--- config.mk ---
export PLATFORM = sky130hd
export DESIGN_NAME = rfr_reframer
export DESIGN_NICKNAME = d
export VERILOG_FILES = /design/src/rtl/rfr_pkg.sv /design/src/rtl/rfr_word_count.sv /design/src/rtl/rfr_grp_count.sv /design/src/rtl/rfr_time_gen.sv /design/src/rtl/rfr_out_stage.sv /design/src/rtl/rfr_reframer.sv
export SDC_FILE = /design/constraint.sdc
export NUM_CORES = 1
export LEC_CHECK = 0
export ABC_AREA = 1
export BUFFER_PORTS_ARGS = -buffer_cell sky130_fd_sc_hd__buf_2
export CAP_MARGIN = 20
export CORE_MARGIN = 8
export CORE_UTILIZATION = 40
export CTS_CLUSTER_SIZE = 28
export DETAILED_ROUTE_END_ITERATION = 10
export PLACE_DENSITY = 0.65
export SYNTH_ARGS = -nofsm -noshare
export SYNTH_HDL_FRONTEND = slang
export SYNTH_SLANG_ARGS = --single-unit
--- constraint.sdc ---
create_clock -name clk -period 2.3 [get_ports clk]
set_input_delay 0.69 -clock clk [delete_from_list [all_inputs] [get_ports clk]]
set_output_delay 0.69 -clock clk [all_outputs]
set_load 0.1 [all_outputs]
--- src/rtl/rfr_pkg.sv ---
package rfr_pkg;

    typedef enum logic [1:0] {
        ST_BURST_HEAD = 2'd0,
        ST_PKT_HEAD   = 2'd1,
        ST_PKT_BODY   = 2'd2
    } rfr_state_e;

endpackage

--- src/rtl/rfr_word_count.sv ---
module rfr_word_count #(
    parameter int PKT_WORDS = 64
) (
    input  logic clk,
    input  logic rst_n,
    input  logic adv,
    output logic word_last
);
    localparam int CNT_W = (PKT_WORDS > 1) ? $clog2(PKT_WORDS) : 1;

    generate
        if (PKT_WORDS == 1) begin : g_single
            assign word_last = 1'b1;
        end else begin : g_count
            logic [CNT_W-1:0] cnt_q;
            always_ff @(posedge clk) begin
                if (!rst_n) begin
                    cnt_q <= '0;
                end else if (adv) begin
                    cnt_q <= word_last ? '0 : cnt_q + 1'b1;
                end
            end
            assign word_last = (cnt_q == CNT_W'(PKT_WORDS - 1));
        end
    endgenerate
endmodule

--- src/rtl/rfr_grp_count.sv ---
module rfr_grp_count #(
    parameter int RATE_W = 8
) (
    input  logic              clk,
    input  logic              rst_n,
    input  logic [RATE_W-1:0] rate,
    input  logic              at_head,
    input  logic              head_take,
    input  logic              pkt_end,
    output logic              grp_last
);
    logic [RATE_W-1:0] grp_cnt_q;
    logic              grp_last_q;
    logic [RATE_W:0]   rate_eff;
    logic [RATE_W:0]   cnt_next;
    logic              grp_last_now;

    always_comb begin
        rate_eff     = (rate == '0) ? (RATE_W+1)'(1) : {1'b0, rate};
        cnt_next     = {1'b0, grp_cnt_q} + 1'b1;
        grp_last_now = (cnt_next >= rate_eff);
        grp_last     = at_head ? grp_last_now : grp_last_q;
    end

    always_ff @(posedge clk) begin
        if (!rst_n) begin
            grp_cnt_q  <= '0;
            grp_last_q <= 1'b0;
        end else begin
            if (head_take) begin
                grp_last_q <= grp_last_now;
            end
            if (pkt_end) begin
                grp_cnt_q <= grp_last ? '0 : cnt_next[RATE_W-1:0];
            end
        end
    end
endmodule

--- src/rtl/rfr_time_gen.sv ---
module rfr_time_gen #(
    parameter int TIME_W = 64,
    parameter int SPP    = 128
) (
    input  logic              clk,
    input  logic              rst_n,
    input  logic              burst_head,
    input  logic              head_take,
    input  logic [TIME_W-1:0] in_time,
    output logic [TIME_W-1:0] cur_time
);
    logic [TIME_W-1:0] next_q;

    assign cur_time = burst_head ? in_time : next_q;

    always_ff @(posedge clk) begin
        if (!rst_n) begin
            next_q <= '0;
        end else if (head_take) begin
            next_q <= cur_time + TIME_W'(SPP);
        end
    end
endmodule

--- src/rtl/rfr_out_stage.sv ---
module rfr_out_stage #(
    parameter int W = 8
) (
    input  logic         clk,
    input  logic         rst_n,
    input  logic         load,
    input  logic [W-1:0] din,
    input  logic         ready,
    output logic         valid,
    output logic [W-1:0] dout,
    output logic         free
);
    assign free = !valid || ready;

    always_ff @(posedge clk) begin
        if (!rst_n) begin
            valid <= 1'b0;
            dout  <= '0;
        end else if (load) begin
            valid <= 1'b1;
            dout  <= din;
        end else if (ready) begin
            valid <= 1'b0;
        end
    end
endmodule

--- src/rtl/rfr_reframer.sv ---
module rfr_reframer
    import rfr_pkg::*;
#(
    parameter int WORD_W = 64,
    parameter int SAMP_W = 32,
    parameter int SPP    = 128,
    parameter int TIME_W = 64,
    parameter int RATE_W = 8
) (
    input  logic              clk,
    input  logic              rst_n,
    input  logic [RATE_W-1:0] interp_rate,
    input  logic              s_valid,
    output logic              s_ready,
    input  logic [WORD_W-1:0] s_data,
    input  logic              s_has_time,
    input  logic [TIME_W-1:0] s_time,
    input  logic              s_eob,
    output logic              m_valid,
    input  logic              m_ready,
    output logic [WORD_W-1:0] m_data,
    output logic              m_last,
    output logic              m_has_time,
    output logic [TIME_W-1:0] m_time,
    output logic              m_eob
);
    localparam int SAMPS_PER_WORD = WORD_W / SAMP_W;
    localparam int PKT_WORDS      = SPP / SAMPS_PER_WORD;
    localparam int OUT_W          = WORD_W + 1 + 1 + TIME_W + 1;

    rfr_state_e        state_q, state_d;
    logic              take, at_head, burst_head, head_take, word_last, pkt_end;
    logic              grp_last;
    logic [TIME_W-1:0] cur_time;
    logic              meta_ht_q, meta_eob_q;
    logic [TIME_W-1:0] meta_time_q;
    logic              beat_ht, beat_eob;
    logic [TIME_W-1:0] beat_time;
    logic [OUT_W-1:0]  out_din, out_dout;

    assign take       = s_valid && s_ready;
    assign at_head    = (state_q != ST_PKT_BODY);
    assign burst_head = (state_q == ST_BURST_HEAD);
    assign head_take  = take && at_head;
    assign pkt_end    = take && word_last;

    rfr_word_count #(.PKT_WORDS(PKT_WORDS)) u_wcnt (
        .clk(clk), .rst_n(rst_n), .adv(take), .word_last(word_last)
    );

    rfr_grp_count #(.RATE_W(RATE_W)) u_gcnt (
        .clk(clk), .rst_n(rst_n), .rate(interp_rate), .at_head(at_head),
        .head_take(head_take), .pkt_end(pkt_end), .grp_last(grp_last)
    );

    rfr_time_gen #(.TIME_W(TIME_W), .SPP(SPP)) u_tgen (
        .clk(clk), .rst_n(rst_n), .burst_head(burst_head),
        .head_take(head_take), .in_time(s_time), .cur_time(cur_time)
    );

    // State register
    always_ff @(posedge clk) begin
        if (!rst_n) begin
            state_q <= ST_BURST_HEAD;
        end else begin
            state_q <= state_d;
        end
    end

    // Next state: open / close_mid / close_burst
    always_comb begin
        state_d = state_q;
        if (take) begin
            unique case (state_q)
                ST_BURST_HEAD, ST_PKT_HEAD, ST_PKT_BODY: begin
                    if (!word_last) begin
                        state_d = ST_PKT_BODY;
                    end else if (beat_eob) begin
                        state_d = ST_BURST_HEAD;
                    end else begin
                        state_d = ST_PKT_HEAD;
                    end
                end
                default: state_d = ST_BURST_HEAD;
            endcase
        end
    end

    // Per-beat metadata: fresh at a head, held in the body
    always_comb begin
        unique case (state_q)
            ST_BURST_HEAD, ST_PKT_HEAD: begin
                beat_ht   = s_has_time;
                beat_time = cur_time;
                beat_eob  = s_eob && grp_last;
            end
            default: begin
                beat_ht   = meta_ht_q;
                beat_time = meta_time_q;
                beat_eob  = meta_eob_q;
            end
        endcase
        out_din = {s_data, word_last, beat_ht, beat_time, beat_eob};
    end

    always_ff @(posedge clk) begin
        if (!rst_n) begin
            meta_ht_q   <= 1'b0;
            meta_time_q <= '0;
            meta_eob_q  <= 1'b0;
        end else if (head_take) begin
            meta_ht_q   <= beat_ht;
            meta_time_q <= beat_time;
            meta_eob_q  <= beat_eob;
        end
    end

    rfr_out_stage #(.W(OUT_W)) u_out (
        .clk(clk), .rst_n(rst_n), .load(take), .din(out_din),
        .ready(m_ready), .valid(m_valid), .dout(out_dout), .free(s_ready)
    );

    assign {m_data, m_last, m_has_time, m_time, m_eob} = out_dout;

endmodule

==> impl_metrics.py <==
metrics = {
    "cts": {
        "cts_hold_buf": 0,
        "cts_tree": "yes",
        "cts_buffers": 34,
        "cts-root-buf": "clkbuf_16",
        "clk-insertion-delay-late_ns": 0.56,
        "cts_sinks": 279,
        "clk_pin_slew_ns": 0.06,
        "cts_buffer_depth": 3,
        "h-tree-depth": 2,
    },
    "placement": {
        "dp_hpwl_mm": 39.0,
        "numPortBuffers": 274,
        "gp_congestion": 0.984,
        "placed_cell_area_sq_um": 18000,
    },
    "run_status": {
        "run_status": "complete, but fails checks",
        "violations": "setup timing",
    },
    "synth": {
        "synth_cell_types": 35,
        "yosysWarnings": 0,
        "synthFlopType": "dfxtp_1",
        "yosysSeqAreaShare": 0.373,
        "synth_nets": 2568,
        "ys_seq_elements": 279,
        "syn-cell-area_sq_um": 15000,
        "syn_inst": 2415,
        "syn_area_per_cell_sq_um": 6.20,
        "synthArstFlopShare": 0,
        "synth_edf_count": 0,
    },
    "route": {
        "drtAntennaViolNets": 0,
        "vias": 16400,
        "drc": 0,
        "drt-initial-drc-count": 935,
        "routed_wl_mm": 53.2,
        "routedWlPerCell_microns": 16.1,
        "via_per_inst": 4.96,
        "dr.pass1.iters": 5,
    },
    "job": {
        "drv_cap": 0,
    },
    "power_and_ir_drop": {
        "ir_drop_mv": 0.784,
        "power.leakage_nw": 10.2,
        "total_power_w": 0.0152,
        "powerDensity_nw_per_um2": 762,
    },
    "final_layout": {
        "syn2layout_area_growth_pct": 33.6,
        "final_cell_mix": "nand2_1, nor2_1, inv_1, o21ai_0, dfxtp_1",
        "final_common_cell": "nand2_1",
        "nNetsFinal": 2961,
        "final_cell_area_sq_um": 20000,
        "layout-drive-gt1-share": 0.247,
    },
    "timing": {
        "period_minus_slack_ns": 2.31,
        "period_share": 1.00,
        "fmax_ghz": 0.433,
        "skew_ns": 0.0232,
        "hold_viol": 0,
        "setup_viol": 2,
        "worst_slew_pin_slew_ns": 0.607,
        "maxSlewHeadroom": 0.591,
        "final_max_slew_viol_count": 0,
        "rsz0062_at_grt": "yes",
        "fin_ws_ns": -0.00948,
    },
    "floorplan": {
        "initial_core_util": 0.402,
        "dieArea_sq_um": 43900,
        "rows": 71,
        "ios": 275,
        "core_sq_um": 37200,
        "die_y_microns": 209,
        "fp.dieW_microns": 209,
    },
    "global_routing": {
        "antenna_found_initial": 4,
        "grt_max_degree": 127,
        "grt_first_pass_wirelength_mm": 82.1,
        "grt_pass1_vias": 15500,
        "track_usage": 0.230,
        "gr-total-overflow": 0,
    },
    "critical_path": {
        "cp_slowest_cell": "dfxtp_4",
        "arrival_ns": 2.76,
        "critPathMaxFanout": 17,
        "slowest_delay_ns": 0.36,
        "endpoint_kind": "register",
        "criticalPathCategory": "reg -> reg",
        "start_kind": "register",
        "crit_chain": "nor2_4 > buf_12 > buf_4 > nand2_1 > o21ai_1 > nand2_1 > nor2_2 > nand2_1 > nor2_1 > buf_4 > nand3_1 > nand2_1 > nand3_1 > nand2_1 > inv_1",
        "crit_required_ns": 2.75,
        "cp_common_cell": "nand2_1",
    },
    "min_path": {
        "hp-class": "in -> reg",
    },
}
report_power, final:
group          switching (W)  internal [W]  total (W)
clock                0.00221       0.00338    0.00559
sequential          0.000188       0.00524    0.00543
combinational        0.00309       0.00113    0.00422
repair_timing:
| item | in CTS | in global routing |
|---|---|---|
| resized for setup | 34 | 141 |
| pin swaps | 2 | 21 |
| setup buffers | 1 | 11 |
| gates cloned | 1 | 3 |
| setup endpoints to repair | 32 | 59 |
final timing paths:
path | cells past startpoint | slack, ns | startpoint | endpoint
min reg2reg | 2 | 0.45 | meta_ht_q$_SDFFE_PN0P_ | meta_ht_q$_SDFFE_PN0P_
max reg2reg | 15 | -0.009 | state_q[1]$_SDFFE_PN0P_ | u_tgen.next_q[49]$_SDFFE_PN0P_
min | 3 | 0.37 | s_data[49] | u_out.dout[116]$_SDFFE_PN0P_
max | 15 | -0.009 | state_q[1]$_SDFFE_PN0P_ | u_tgen.next_q[49]$_SDFFE_PN0P_
cells in the mapped netlist (7+ instances only):
cell type	number	area, sq um
nand2_1	528	1980
nor2_1	478	1790
inv_1	343	1290
o21ai_0	299	1500
dfxtp_1	279	5590
clkbuf_1	91	342
nand3_1	84	420
a21oi_1	63	315
o21a_1	61	458
o21ai_1	49	245
xor2_1	19	166
nand4_1	17	106
buf_1	12	45.0
ha_1	11	138
o21bai_1	10	75.1
nor2_2	8	50.1
mux2i_1	7	70.1
metal layers:
| metal | vias up | track usage | share of wire |
|---|---|---|---|
| met5 | - | 0 | 0.00043 |
| met4 | 4 | 0.0911 | 0.033 |
| met3 | 101 | 0.0571 | 0.068 |
| met2 | 456 | 0.389 | 0.47 |
| met1 | 7526 | 0.277 | 0.43 |
| li1 | 8312 | - | - |
cell families (layout without fill, tap and decap cells):
logic type,count (synthesis),after routing,share of synthesized area
xor gates and xnor gates,19,19,0.0111
adders and majority gates,11,11,0.00920
AOI/OAI and AO/OA,501,501,0.182
buffers and inverters,470,886,0.123
muxes,7,7,0.00468
and+or+nand+nor,1128,1128,0.296
DFF,279,279,0.373
other,0,2,0
metrics by stage:
stage                util  hold slack (ns)  TNS, ns  cells  setup slack, ns
global route        0.537            0.375    -3.99   3307           -0.213
CTS                 0.520            0.349   -0.174   3290          -0.0356
floorplan               -            0.425        0   2415           0.0539
global placement    0.484            0.433    -3.38   3229           -0.283
finish              0.537            0.373  -0.0172   3307         -0.00948
detailed placement  0.484            0.444    -4.03   3229           -0.313
layout make-up:
class / count / area, sq um
fill: 3690 / 17200
multi-input combinational: 1666 / 8100
sequential: 279 / 5600
timing repair buffer: 478 / 3220
inverter: 349 / 1320
clock buffer: 48 / 993
tap: 474 / 593
clock inverter: 11 / 171
antenna: 2 / 5.00
critical path, delay by kind of cell, from the launching register on:
| family | cells | cell delay [ns] |
|---|---|---|
| flip-flops | 1 | 0.36 |
| buffers and inverters | 4 | 0.56 |
| AND/OR/NAND/NOR | 10 | 1.16 |
| AO/OA/AOI/OAI | 1 | 0.11 |
sequential cells by signal, summed over array words and instances, names as in the netlist:
| name | cells |
|---|---|
| u_out.dout | 131 |
| meta_time_q | 64 |
| u_tgen.next_q | 64 |
| u_gcnt.grp_cnt_q | 8 |
| u_wcnt.g_count.cnt_q | 6 |
| state_q | 2 |
| meta_eob_q | 1 |
| meta_ht_q | 1 |
| u_gcnt.grp_last_q | 1 |
| u_out.valid | 1 |
Power figures use the tool's default switching activity.
